**src/rtl/scan_pkg.sv**
```systemverilog
package scan_pkg;

  typedef enum logic [1:0] {
    LVL_TOP       = 2'b00,
    LVL_UPPER_MID = 2'b01,
    LVL_LOWER_MID = 2'b10,
    LVL_BOTTOM    = 2'b11
  } drive_lvl_t;

  // Level for one row: a selected row swings to a rail, an unselected
  // (or blanked) row sits at the middle level opposite to that rail.
  function automatic drive_lvl_t pick_level(input logic sel,
                                            input logic fr,
                                            input logic en);
    if (en && sel) return fr ? LVL_TOP : LVL_BOTTOM;
    return fr ? LVL_LOWER_MID : LVL_UPPER_MID;
  endfunction

endpackage

```
**src/rtl/scan_edge_detect.sv**
```systemverilog
module scan_edge_detect (
  input  logic clk,
  input  logic rst,
  input  logic pulse_in,
  output logic fall_o
);

  logic pulse_q;

  always_ff @(posedge clk) begin
    if (rst) pulse_q <= 1'b0;
    else     pulse_q <= pulse_in;
  end

  assign fall_o = pulse_q & ~pulse_in;


  single_shift_chk: assert property (@(posedge clk) disable iff (rst)
    fall_o |=> !fall_o);

endmodule

```
**src/rtl/scan_chain.sv**
```systemverilog
module scan_chain #(
  parameter int STAGES = 160
) (
  input  logic              clk,
  input  logic              rst,
  input  logic              shift,
  input  logic              rev,
  input  logic              dual,
  input  logic              ser_a,
  input  logic              ser_b,
  input  logic              ser_dual,
  output logic [STAGES-1:0] q
);

  localparam int HALF = STAGES / 2;

  for (genvar i = 0; i < STAGES; i++) begin : g_stage
    logic fwd_src;
    logic rev_src;
    logic bit_q;

    if (i == 0) begin : g_fwd_head
      assign fwd_src = ser_a;
    end else if (i == HALF) begin : g_fwd_split
      assign fwd_src = dual ? ser_dual : q[i-1];
    end else begin : g_fwd_mid
      assign fwd_src = q[i-1];
    end

    if (i == STAGES - 1) begin : g_rev_head
      assign rev_src = ser_b;
    end else if (i == HALF - 1) begin : g_rev_split
      assign rev_src = dual ? ser_dual : q[i+1];
    end else begin : g_rev_mid
      assign rev_src = q[i+1];
    end

    always_ff @(posedge clk) begin
      if (rst)        bit_q <= 1'b0;
      else if (shift) bit_q <= rev ? rev_src : fwd_src;
    end

    assign q[i] = bit_q;
  end


  hold_chk: assert property (@(posedge clk) disable iff (rst)
    !shift |=> $stable(q));


  fwd_entry_chk: assert property (@(posedge clk) disable iff (rst)
    (shift && !rev) |=> q[0] == $past(ser_a));


  fwd_tail_chk: assert property (@(posedge clk) disable iff (rst)
    (shift && !rev) |=> q[STAGES-1] == $past(q[STAGES-2]));


  rev_entry_chk: assert property (@(posedge clk) disable iff (rst)
    (shift && rev) |=> q[STAGES-1] == $past(ser_b));


  dual_fwd_chk: assert property (@(posedge clk) disable iff (rst)
    (shift && !rev && dual) |=> q[HALF] == $past(ser_dual));


  dual_rev_chk: assert property (@(posedge clk) disable iff (rst)
    (shift && rev && dual) |=> q[HALF-1] == $past(ser_dual));

endmodule

```
**src/rtl/scan_level_enc.sv**
```systemverilog
module scan_level_enc
  import scan_pkg::*;
#(
  parameter int STAGES = 160
) (
  input  logic                clk,
  input  logic                rst,
  input  logic [STAGES-1:0]   sel,
  input  logic                fr,
  input  logic                blank_n,
  output logic [2*STAGES-1:0] code
);

  for (genvar i = 0; i < STAGES; i++) begin : g_row
    drive_lvl_t lvl_q;

    always_ff @(posedge clk) begin
      if (rst) lvl_q <= LVL_UPPER_MID;
      else     lvl_q <= pick_level(sel[i], fr, blank_n);
    end

    assign code[2*i +: 2] = lvl_q;
  end


  blank_deselect_chk: assert property (@(posedge clk) disable iff (rst)
    !blank_n |=> code[1:0] == ($past(fr) ? 2'b10 : 2'b01));


  selected_rail_chk: assert property (@(posedge clk) disable iff (rst)
    (blank_n && sel[0]) |=> code[1:0] == ($past(fr) ? 2'b00 : 2'b11));

endmodule

```
**src/rtl/scan_com_driver.sv**
```systemverilog
module scan_com_driver #(
  parameter int STAGES = 160
) (
  input  logic                clk,
  input  logic                rst,
  input  logic                line_pulse,
  input  logic                dir_rev,
  input  logic                dual_mode,
  input  logic                frame_alt,
  input  logic                blank_n,
  input  logic                pin_a_in,
  output logic                pin_a_out,
  output logic                pin_a_oe,
  input  logic                pin_b_in,
  output logic                pin_b_out,
  output logic                pin_b_oe,
  input  logic                dual_in,
  output logic [2*STAGES-1:0] level_code
);

  logic              shift;
  logic [STAGES-1:0] chain;
  logic              oe_a_q;
  logic              oe_b_q;

  scan_edge_detect u_edge (
    .clk      (clk),
    .rst      (rst),
    .pulse_in (line_pulse),
    .fall_o   (shift)
  );

  scan_chain #(.STAGES(STAGES)) u_chain (
    .clk      (clk),
    .rst      (rst),
    .shift    (shift),
    .rev      (dir_rev),
    .dual     (dual_mode),
    .ser_a    (pin_a_in),
    .ser_b    (pin_b_in),
    .ser_dual (dual_in),
    .q        (chain)
  );

  scan_level_enc #(.STAGES(STAGES)) u_enc (
    .clk     (clk),
    .rst     (rst),
    .sel     (chain),
    .fr      (frame_alt),
    .blank_n (blank_n),
    .code    (level_code)
  );

  always_ff @(posedge clk) begin
    if (rst) begin
      oe_a_q <= 1'b0;
      oe_b_q <= 1'b0;
    end else begin
      oe_a_q <= dir_rev;
      oe_b_q <= ~dir_rev;
    end
  end

  assign pin_a_oe  = oe_a_q;
  assign pin_b_oe  = oe_b_q;
  assign pin_a_out = chain[0];
  assign pin_b_out = chain[STAGES-1];


  pin_contention_chk: assert property (@(posedge clk) disable iff (rst)
    !(pin_a_oe && pin_b_oe));


  carry_fwd_chk: assert property (@(posedge clk) disable iff (rst)
    (shift && !dir_rev) |=> pin_b_out == $past(chain[STAGES-2]));

endmodule

```
**config.mk**
```make
export PLATFORM = sky130hd
export DESIGN_NAME = scan_com_driver
export DESIGN_NICKNAME = d
export VERILOG_FILES = /design/src/rtl/scan_pkg.sv /design/src/rtl/scan_edge_detect.sv /design/src/rtl/scan_chain.sv /design/src/rtl/scan_level_enc.sv /design/src/rtl/scan_com_driver.sv
export SDC_FILE = /design/constraint.sdc
export NUM_CORES = 1
export LEC_CHECK = 0
export ABC_AREA = 0
export CAP_MARGIN = 20
export CORE_ASPECT_RATIO = 0.5
export CORE_UTILIZATION = 40
export CTS_BUF_LIST = sky130_fd_sc_hd__clkbuf_4 sky130_fd_sc_hd__clkbuf_8
export CTS_CLUSTER_SIZE = 30
export DETAILED_ROUTE_END_ITERATION = 10
export PLACE_DENSITY = 0.68
export REMOVE_ABC_BUFFERS = 1
export SLEW_MARGIN = 20
export SYNTH_ARGS = -nofsm -noshare
export SYNTH_HDL_FRONTEND = slang
export SYNTH_SLANG_ARGS = --single-unit
```
**constraint.sdc**
```tcl
create_clock -name clk -period 22.5 [get_ports clk]
set_input_delay 2.25 -clock clk [delete_from_list [all_inputs] [get_ports clk]]
set_output_delay 2.25 -clock clk [all_outputs]
set_load 0.05 [all_outputs]
```
; Word-level counts from Yosys, hierarchy flattened
; Index checks and enable logic that the tools add are counted.
[word_totals]
inputBits = 10
regBits = 483
out_inout_bits = 324
wordCells = 1290
[op_classes]
muxes = 804
n_reduce_logical = 160
bitwise_logic = 3
[ops]
columns = op, count
row1 = 2-bit two-way mux, 322
row2 = 1-bit two-way mux, 482
row3 = 1-bit logical AND, 160
row4 = 1-bit inverter, 2
row5 = 1-bit AND, 1

; Depth between registers and ports, before layout
; Gate-level depths: netlist of run 1.
[logic_depth]
word_depth = 4
depth_mapped = 7
depth_no_buf = 4

; Cells and area by module
; A second synthesis of run 1 with hierarchy kept.
[hier_totals]
hier_cells = 2234
area_unflattened_um2 = 22715.5
[by_module_without_submodules]
columns = mod, seq_area_each_um2, area_each_um2, n_inst, cells_per_inst
row1 = scan_level_enc, 6406.1, 14371.3, 1, 1351
row2 = scan_chain, 3203.1, 8251.7, 1, 876
row3 = scan_com_driver, 40.0, 57.6, 1, 4
row4 = scan_edge_detect, 20.0, 35.0, 1, 3

; Least setup slack after synthesis of run 1
; OpenSTA, ideal clock, no wires.
[synth_timing]
kind = input port to flip-flop
startpoint = input frame_alt
endpoint = register u_enc.g_row[127].lvl_q[1]
required_ns = 22.372
n_path_buf = 0
arrival_ns = 8.920
setup_slack_ns = 13.452
stages = 3
setup_ns = 0.128
path_cell_list = inv_1 ha_1 nor2b_1
[synth_via]
elab_chain_len = 3
word_cells_on_any_way = 4
cone_classes = mux: 4
[synth_rtl]
columns = element, line
row1 = "start, declared", scan_com_driver.sv:9  ; input logic frame_alt,
row2 = 2-bit two-way mux (2 in series), scan_pkg.sv:15  ; if (en && sel) return fr ? LVL_TOP : LVL_BOTTOM;
row3 = 2-bit two-way mux (*), scan_pkg.sv:16  ; return fr ? LVL_LOWER_MID : LVL_UPPER_MID;
row4 = "end signal, assigned", scan_level_enc.sv:19  ; else lvl_q <= pick_level(sel[i], fr, blank_n);
row5 = "end, declared", scan_level_enc.sv:15  ; drive_lvl_t lvl_q;
; Mark *: on every way between the ends. The rest lies on a longest branch, timed or not. The select of a mux whose other input is x is not followed.
; A chain may end at the register's enable or synchronous reset.

; Worst setup path in the final report of run 1
[layout_timing]
startpoint = input frame_alt
endpoint = register u_enc.g_row[1].lvl_q[1]
[layout_via]
elab_chain_len = 3
word_cells_on_any_way = 4
cone_classes = mux: 4
[layout_rtl]
columns = element, line
row1 = 2-bit two-way mux (2 in series), scan_pkg.sv:15
row2 = 2-bit two-way mux (*), scan_pkg.sv:16
row3 = "end signal, assigned", scan_level_enc.sv:19
row4 = "end, declared", scan_level_enc.sv:15
; Marked as above.

==> results of run 1 <==
## critical path: stages
cell and delay [ns]:
clkdlybuf4s50_1 0.49, inv_8 0.69, buf_4 0.95, buf_4 0.89, ha_1 0.37, nor2b_1 0.13
## layer usage
layer,up-vias,global-route usage (%),wire length (µm)
li1,7382,-,-
met1,7006,18.3,18900
met2,144,31.2,25000
met3,77,3.01,1210
met4,0,5.92,1240
met5,-,0,0
## cells in the final DEF, fill, tap and decap left out, types with 2 or more instances in the layout
cell type,n
buf_4,9
a211oi_1,28
mux2i_1,159
clkbuf_4,23
nand2b_1,2
clkbuf_8,88
or3_1,160
nor2b_1,162
buf_8,2
inv_1,160
a21oi_1,2
inv_6,3
ha_1,320
clkinvlp_4,3
nand2_1,162
nor2_1,160
clkdlybuf4s50_1,330
clkinv_2,4
dfxtp_1,483
a211oi_2,130
## state kept, by name, indices dropped and copies added, names as in the netlist
| signal | flops |
|---|---|
| pin_a_oe | 1 |
| pin_b_oe | 1 |
| u_chain.g_stage.bit_q | 4 |
| u_chain.g_stage.fwd_src | 2 |
| u_chain.g_stage.rev_src | 154 |
| u_edge.pulse_q | 1 |
| u_enc.g_row.lvl_q | 320 |
## per-stage QoR
| stage | util, % | area, µm² | cells | setup WS (ns) |
|---|---|---|---|---|
| 2_1_floorplan | - | 21000 | 1933 | 11.69 |
| 3_3_place_gp | 47.0 | 25300 | 2989 | 16.50 |
| 3_5_place_dp | 47.0 | 25300 | 2989 | 16.40 |
| 4_1_cts | 49.8 | 26800 | 3111 | 17.08 |
| 5_1_grt | 49.8 | 26800 | 3111 | 16.80 |
| 6_report | 49.8 | 26800 | 3111 | 17.08 |
## how the worst max path moves through the flow
stage / cells after the start / endpoint / startpoint
floorplan: 3 / u_chain.g_stage[80].bit_q / line_pulse
global placement: 6 / u_enc.g_row[0].lvl_q[1] / frame_alt
detailed placement: 6 / u_enc.g_row[112].lvl_q[1] / frame_alt
CTS: 6 / u_enc.g_row[1].lvl_q[1] / frame_alt
global route: 6 / u_enc.g_row[1].lvl_q[1] / frame_alt
finish: 6 / u_enc.g_row[1].lvl_q[1] / frame_alt
## cells by family after synthesis
group / after synthesis / synth area share [%]
mux: 160 / 7.35
compound gates: 162 / 8.54
simple gates: 647 / 14.9
fa+ha+maj: 320 / 18.4
buf+inv: 286 / 6.57
flops: 483 / 44.3
## where the power goes
part	switching [mW]	internal (mW)	leakage, nW
combinational	0.233	0.118	7.50
sequential	0.0312	0.908	4.00
clock	0.341	0.403	0.782
## final cells by class
| class | instances | area share (%) |
|---|---|---|
| Clock buffer | 111 | 5.16 |
| Clock inverter | 11 | 0.369 |
| Inverter | 161 | 2.28 |
| Multi-Input combinational cell | 1289 | 40.0 |
| Sequential cell | 483 | 36.1 |
| Tap cell | 713 | 3.33 |
| Timing Repair Buffer | 343 | 12.8 |
==> flow_metrics.py, run 1 <==
metrics = {
    "floorplan": {
        "rows": 60,
        "die_h_um": 167,
        "die_w_um": 332,
        "initial_core_util_pct": 40.5,
        "io_pins": 334,
        "core_area_um2": 53800,
        "dieArea_um2": 55500,
    },
    "critical_path": {
        "reg2reg_from": "u_edge.pulse_q",
        "r2r-end": "u_chain.g_stage[36].rev_src",
        "cp_data_arrival_time_ns": 5.89,
        "cp_max_fo": 153,
        "path_class": "primary input to flop",
        "r2r_slack_ns": 19.32,
        "rr_worst_depth": 5,
        "end_kind": "flop",
        "crit_required_ns": 22.96,
        "cp-start-kind": "primary input",
    },
    "pwr": {
        "design_power_total_mw": 2.03,
        "power.leakage_nw": 12.3,
        "p_per_area_nw_per_um2": 75.9,
        "vdd_drop_max_v": 0.0000369,
    },
    "logic_synthesis": {
        "yosys-top-cells-area": "dfxtp_1 44%, ha_1 18%, a211oi_2 7.5%, mux2i_1 7.3%, nor2b_1 4.6%",
        "synthTopCellsByCount": "483 x dfxtp_1, 320 x ha_1, 162 x nand2_1, 162 x nor2b_1, 161 x inv_1",
        "synth-edff-count": 0,
        "synth_area_um2": 21800,
        "avgSynthCellArea_um2": 10.6,
        "synth.largest_area_cell": "dfxtp_1",
        "synth_top_area_share_pct": 44.3,
        "yosysWarnings": 0,
        "ys.flop_type": "dfxtp_1",
        "netlist_instances": 2058,
        "ys_seq_area_share_pct": 44.3,
        "yosysMostFrequentCell": "dfxtp_1",
        "ys_types": 22,
        "yosys_register_bits": 483,
        "synthArstFlopShare_pct": 0,
    },
    "timing": {
        "tightest_slew_ns": 1.14,
        "final-hold-violation-count": 0,
        "fin_crit_sh_pct": 24.1,
        "min_period_ns": 5.42,
        "slew_headroom_pct": 24.2,
        "whs_ns": 0.493,
        "setup_tns_ns": 0,
        "slew_viol_final": 0,
        "setup_violations": 0,
        "skew_ns": 0.0112,
        "fmax_ghz": 0.184,
        "grt_setup_unrepaired": "no",
    },
    "outcome": {
        "status": "finished, final reports clean",
    },
    "clocking": {
        "cts_num_sinks": 483,
        "postCtsSetupRepairBufs": 0,
        "cts-buffers-inserted": 73,
        "worstSkewPairLatency_ns": 0.62,
        "cts_resized": 0,
        "cts_root_buffer": "clkbuf_8",
        "clockBufferDepth": 3,
        "clkTransAtPathRegs_ns": 0.07,
        "cts_htree_levels": 3,
        "hold_buffers": 0,
        "cts_tree": "done",
    },
    "job": {
        "max-cap-violations": 0,
    },
    "placed_design": {
        "port_buffers": 333,
        "dp_hpwl_mm": 30.4,
        "gp_congestion": 0.760,
    },
    "global_route": {
        "grt_max_degree": 210,
        "grt_pass1_vias": 14300,
        "antenna_found_initial": 0,
        "grt_overflow_total": 0,
        "grt_pass1_wl_mm": 74.7,
        "grtUsageTotal_pct": 16.4,
    },
    "worst_hold_path": {
        "hold_path_depth": 2,
        "hold_class": "flop to flop",
        "min_to": "u_chain.g_stage[78].rev_src",
        "worstHoldStart": "u_chain.g_stage[78].rev_src",
    },
    "final_layout": {
        "ff_latch_area_um2": 9670,
        "fillers": 4844,
        "diodes": 0,
        "nets": 2681,
        "multi_input_area_um2": 10700,
        "syn2layout_area_growth_pct": 22.9,
        "drive_above_1_share_pct": 11.2,
    },
    "drt": {
        "viasPerCell": 4.70,
        "antenna_left": 0,
        "firstDrtPassIters": 4,
        "routedWlPerCell_um": 14.9,
        "num_vias": 14600,
        "wirelength_mm": 46.3,
        "drc": 0,
        "drt_iter0_drc": 818,
    },
}
(Power assumes the default switching activity.)
==> run 2, diff against run 1 <==
--- a/config.mk
+++ b/config.mk
@@ -12,7 +12,7 @@
 export CTS_BUF_LIST = sky130_fd_sc_hd__clkbuf_4 sky130_fd_sc_hd__clkbuf_8
 export CTS_CLUSTER_SIZE = 30
 export DETAILED_ROUTE_END_ITERATION = 10
-export PLACE_DENSITY = 0.68
+export PLACE_DENSITY = 0.71
 export REMOVE_ABC_BUFFERS = 1
 export SLEW_MARGIN = 20
 export SYNTH_ARGS = -nofsm -noshare
==> constraint.sdc (replaced) <==
create_clock -name clk -period 4.8 [get_ports clk]
set_input_delay 0.48 -clock clk [delete_from_list [all_inputs] [get_ports clk]]
set_output_delay 0.48 -clock clk [all_outputs]
set_load 0.05 [all_outputs]
==> flow_metrics.py, run 2 (synthesized netlist as in run 1, its figures left out) <==
metrics = {
    "clocking": {
        "cts-buffers-inserted": 75,
        "cts_htree_levels": 3,
        "worstSkewPairLatency_ns": 0.62,
        "cts_tree": "done",
        "postCtsSetupRepairBufs": 0,
        "cts_resized": 0,
        "hold_buffers": 0,
        "clockBufferDepth": 3,
        "cts_num_sinks": 483,
        "clkTransAtPathRegs_ns": 0.06,
        "cts_root_buffer": "clkbuf_8",
    },
    "global_route": {
        "grt_max_degree": 167,
        "grt_pass1_vias": 14400,
        "grt_pass1_wl_mm": 74.8,
        "grt_overflow_total": 0,
        "antenna_found_initial": 0,
        "grtUsageTotal_pct": 16.5,
    },
    "floorplan": {
        "dieArea_um2": 55500,
        "rows": 60,
        "die_h_um": 167,
        "io_pins": 334,
        "die_w_um": 332,
        "core_area_um2": 53800,
        "initial_core_util_pct": 40.5,
    },
    "critical_path": {
        "crit_required_ns": 4.32,
        "reg2reg_from": "u_edge.pulse_q",
        "cp_max_fo": 4,
        "cp_slowest_cell": "clkdlybuf4s50_1",
        "end_kind": "output pin",
        "path_class": "flop to output pin",
        "cp_data_arrival_time_ns": 1.86,
        "cp-startpoint": "u_chain.g_stage[158].rev_src",
        "crit_family": "buffers and inverters",
        "path_cells": "clkdlybuf4s50_1",
        "cp-start-kind": "flop",
        "cp_num_buf_inv": 1,
        "critPathMaxStageDelay_ns": 0.87,
    },
    "drt": {
        "routedWlPerCell_um": 15.0,
        "wirelength_mm": 47.0,
        "antenna_left": 0,
        "num_vias": 14600,
        "drt_iter0_drc": 778,
        "drc": 0,
        "viasPerCell": 4.68,
        "firstDrtPassIters": 5,
    },
    "placed_design": {
        "port_buffers": 333,
        "gp_congestion": 0.750,
        "dp_hpwl_mm": 31.2,
        "postPlaceCellArea_um2": 25400,
        "post-place-cells": 2995,
    },
    "pwr": {
        "p_switching_mw": 2.83,
        "design_power_total_mw": 9.67,
        "pwr-share-clk_pct": 37.4,
        "internal_power_mw": 6.84,
        "p_per_area_nw_per_um2": 358,
        "seq_power_share_pct": 45.5,
        "swShare_pct": 29.3,
        "vdd_drop_max_v": 0.000160,
        "power.leakage_nw": 12.4,
        "pwr-share-comb_pct": 17.1,
    },
    "final_layout": {
        "final_cells": 3121,
        "nets": 2689,
        "diodes": 0,
        "final_cell_mix": "483 x dfxtp_1, 330 x clkdlybuf4s50_1, 320 x ha_1, 162 x nand2_1, 162 x nor2b_1",
        "fillers": 4769,
        "largest_reg_flops": 320,
        "final_area_um2": 27000,
        "final_common_cell": "dfxtp_1",
        "syn2layout_area_growth_pct": 23.7,
        "regMostFlops": "u_enc.g_row.lvl_q",
        "drive_above_1_share_pct": 11.5,
    },
    "timing": {
        "slew_headroom_pct": 29.6,
        "tightest_slew_ns": 1.06,
        "fin_crit_sh_pct": 48.8,
        "final-hold-violation-count": 0,
        "setup_tns_ns": 0,
        "min_period_ns": 2.34,
        "setup_violations": 0,
        "skew_ns": 0.0271,
        "slew_viol_final": 0,
        "fmax_ghz": 0.427,
        "whs_ns": 0.388,
        "grt_setup_unrepaired": "no",
    },
    "job": {
        "max-cap-violations": 0,
    },
    "worst_hold_path": {
        "worstHoldStart": "rst",
        "hold_class": "primary input to flop",
    },
    "outcome": {
        "status": "finished, final reports clean",
    },
}
==> run 2: cell types whose count changed in the layout (fill, tap and decap cells not counted), moves of 2 or more <==
cell      change
inv_6         -3
clkbuf_4      -3
buf_12        +4
clkbuf_8     +10
buf_4         +2
==> run 2: power by group through the flow <==
| stage | registers [mW] | clock network [mW] | logic (mW) |
|---|---|---|---|
| after floorplan | 5.06 | 0 | 0.482 |
| after global placement | 4.49 | 0 | 1.64 |
| after detailed placement | 4.49 | 0 | 1.67 |
| after CTS | 4.40 | 3.71 | 1.68 |
| after global routing | 4.42 | 3.90 | 1.78 |
| final | 4.40 | 3.61 | 1.65 |
==> run 2: cell type report <==
type / instances / area (µm²) / area share (%)
multi-input combinational: 1289 / 10700 / 39.7
sequential: 483 / 9670 / 35.8
timing repair buffer: 349 / 3530 / 13.1
clock buffer: 118 / 1500 / 5.55
tap: 713 / 892 / 3.31
inverter: 161 / 612 / 2.27
clock inverter: 8 / 70.1 / 0.260
==> run 2: worst paths after layout <==
kind                                                     to  slack (ns)  depth (start not counted)
worst max-delay path                              pin_b_out        2.46                          1
worst min-delay path              u_enc.g_row[155].lvl_q[1]        0.39                          2
worst max register to register  u_chain.g_stage[39].rev_src        2.86                          4
worst min register to register    u_chain.g_stage[80].bit_q        0.50                          2
==> run 2: per-layer routing <==
layer | routed length (µm) | GRT usage (%) | vias up
met5 | 0 | 0 | -
met4 | 1390 | 6.22 | 0
met3 | 1270 | 3.02 | 83
met2 | 25300 | 31.5 | 159
met1 | 19000 | 18.2 | 6964
li1 | - | - | 7397
==> run 2: per-stage QoR <==
step / worst slack [ns] / utilization [%]
floorplan: -4.24 / -
finish: 2.46 / 50.1
CTS: 2.40 / 50.1
global route: 2.37 / 50.1
detailed placement: 1.89 / 47.2
global placement: 1.97 / 47.2
==> run 3, diff against run 2 <==
==> constraint.sdc (replaced) <==
create_clock -name clk -period 2 [get_ports clk]
set_input_delay 0.2 -clock clk [delete_from_list [all_inputs] [get_ports clk]]
set_output_delay 0.2 -clock clk [all_outputs]
set_load 0.05 [all_outputs]
==> flow_metrics.py, run 3 (synthesized netlist as in run 1, its figures left out) <==
metrics = {
    "outcome": {
        "status": "finished, final reports clean",
    },
    "floorplan": {
        "rows": 60,
        "io_pins": 334,
        "initial_core_util_pct": 40.5,
        "core_area_um2": 53800,
        "die_w_um": 332,
        "die_h_um": 167,
        "dieArea_um2": 55500,
    },
    "final_layout": {
        "final_area_um2": 27300,
        "final_common_cell": "dfxtp_1",
        "regMostFlops": "u_enc.g_row.lvl_q",
        "largest_reg_flops": 320,
        "diodes": 0,
        "final_cell_mix": "483 x dfxtp_1, 320 x ha_1, 211 x dlygate4sd2_1, 162 x nand2_1, 162 x nor2b_1",
        "nets": 2715,
        "syn2layout_area_growth_pct": 25.0,
        "drive_above_1_share_pct": 12.7,
    },
    "timing": {
        "fin_crit_sh_pct": 97.2,
        "grt_setup_unrepaired": "no",
        "setup_violations": 0,
        "fmax_ghz": 0.514,
        "finalWorstSetupSlack_ns": 0.0553,
        "min_period_ns": 1.94,
        "slew_viol_final": 0,
        "slew_headroom_pct": 59.6,
        "tightest_slew_ns": 0.609,
        "final-hold-violation-count": 0,
        "setup_tns_ns": 0,
        "skew_ns": 0.0311,
    },
    "pwr": {
        "power.leakage_nw": 13.1,
        "vdd_drop_max_v": 0.000396,
        "p_per_area_nw_per_um2": 853,
        "design_power_total_mw": 23.3,
    },
    "critical_path": {
        "cp_data_arrival_time_ns": 1.74,
        "end_kind": "output pin",
        "reg2reg_from": "u_edge.pulse_q",
        "crit_required_ns": 1.80,
        "crit_family": "buffers and inverters",
        "path_cells": "clkdlybuf4s50_1",
        "rr_worst_depth": 5,
        "cp-start-kind": "flop",
        "r2r_slack_ns": 0.57,
        "critPathMaxStageDelay_ns": 0.81,
        "path_class": "flop to output pin",
        "r2r-end": "u_chain.g_stage[31].rev_src",
        "cp_max_fo": 1,
        "cp_slowest_cell": "clkdlybuf4s50_1",
        "cp_num_buf_inv": 1,
    },
    "job": {
        "max-cap-violations": 0,
    },
    "drt": {
        "drt_iter0_drc": 617,
        "firstDrtPassIters": 4,
        "num_vias": 14800,
        "wirelength_mm": 47.3,
        "routedWlPerCell_um": 15.0,
        "antenna_left": 0,
        "viasPerCell": 4.68,
        "drc": 0,
    },
    "clocking": {
        "clkTransAtPathRegs_ns": 0.07,
        "cts-buffers-inserted": 74,
        "cts_root_buffer": "clkbuf_8",
        "cts_num_sinks": 483,
        "clockBufferDepth": 3,
        "worstSkewPairLatency_ns": 0.62,
        "cts_tree": "done",
        "cts_htree_levels": 3,
    },
    "global_route": {
        "grtUsageTotal_pct": 16.7,
        "grt_max_degree": 84,
        "grt_pass1_vias": 14400,
        "antenna_found_initial": 0,
        "grt_pass1_wl_mm": 75.7,
        "grt_overflow_total": 0,
    },
    "worst_hold_path": {
        "worstHoldStart": "blank_n",
        "hold_class": "primary input to flop",
        "min_to": "u_enc.g_row[117].lvl_q[0]",
        "hold_path_depth": 4,
    },
    "placed_design": {
        "dp_slack_ns": 0.112,
        "postPlaceCellArea_um2": 25900,
        "gp_congestion": 0.781,
        "dp_hpwl_mm": 32.4,
        "port_buffers": 333,
    },
}
## run 3: report_power, final
part	internal [mW]	total [mW]	switching (mW)
clock network	4.93	8.86	3.93
logic	1.23	3.89	2.66
registers	10.2	10.5	0.331
## run 3: worst max path at each step
stage / endpoint / from / cells past startpoint
2_1_floorplan: u_chain.g_stage[80].bit_q / u_edge.pulse_q / 3
6_report: level_code[38] / u_enc.g_row[19].lvl_q[0] / 1
5_1_grt: level_code[151] / u_enc.g_row[75].lvl_q[1] / 1
3_5_place_dp: u_enc.g_row[54].lvl_q[0] / frame_alt / 5
4_1_cts: level_code[162] / u_enc.g_row[81].lvl_q[0] / 1
3_3_place_gp: u_enc.g_row[48].lvl_q[0] / frame_alt / 5
## run 3: stage by stage
step	util, %	hold slack (ns)	cells
after detailed placement	48.0	0.497	3021
after floorplan	-	0.265	1933
final	50.7	0.109	3153
after CTS	50.6	0.0574	3153
after global placement	48.0	0.483	3021
after global routing	50.7	0.102	3153
## run 3: what timing repair did
item                                   CTS  global route
buffers inserted                         0             0
pin swaps                                0             0
hold buffers                             1             0
endpoints found under the hold margin   19             0
setup endpoints to repair              211            26
gates resized for setup                211            26
gates cloned                             0             0
## run 3: final cells by class
| cell class | count | area (µm²) |
|---|---|---|
| clock buffer | 117 | 1470 |
| timing repair buffer | 376 | 3780 |
| clock inverter | 14 | 140 |
| inverter | 161 | 612 |
| fill | 4821 | 26500 |
| sequential | 483 | 9670 |
| tap | 713 | 892 |
| multi-input combinational | 1289 | 10700 |
## run 3: worst reg2reg max path, delay by kind of cell, from the launching register on
family | cells | cell delay, ns
AOI/OAI and AO/OA | 1 | 0.20
buffers and inverters | 2 | 0.51
DFF | 1 | 0.33
and+or+nand+nor | 2 | 0.31
## run 3: metal layers
| metal | track usage [%] | share of wire (%) | vias to the layer above |
|---|---|---|---|
| met5 | 0 | 0 | - |
| met4 | 6.32 | 3.2 | 0 |
| met3 | 2.95 | 2.6 | 99 |
| met2 | 31.7 | 53 | 151 |
| met1 | 18.7 | 41 | 7057 |
| li1 | - | - | 7458 |
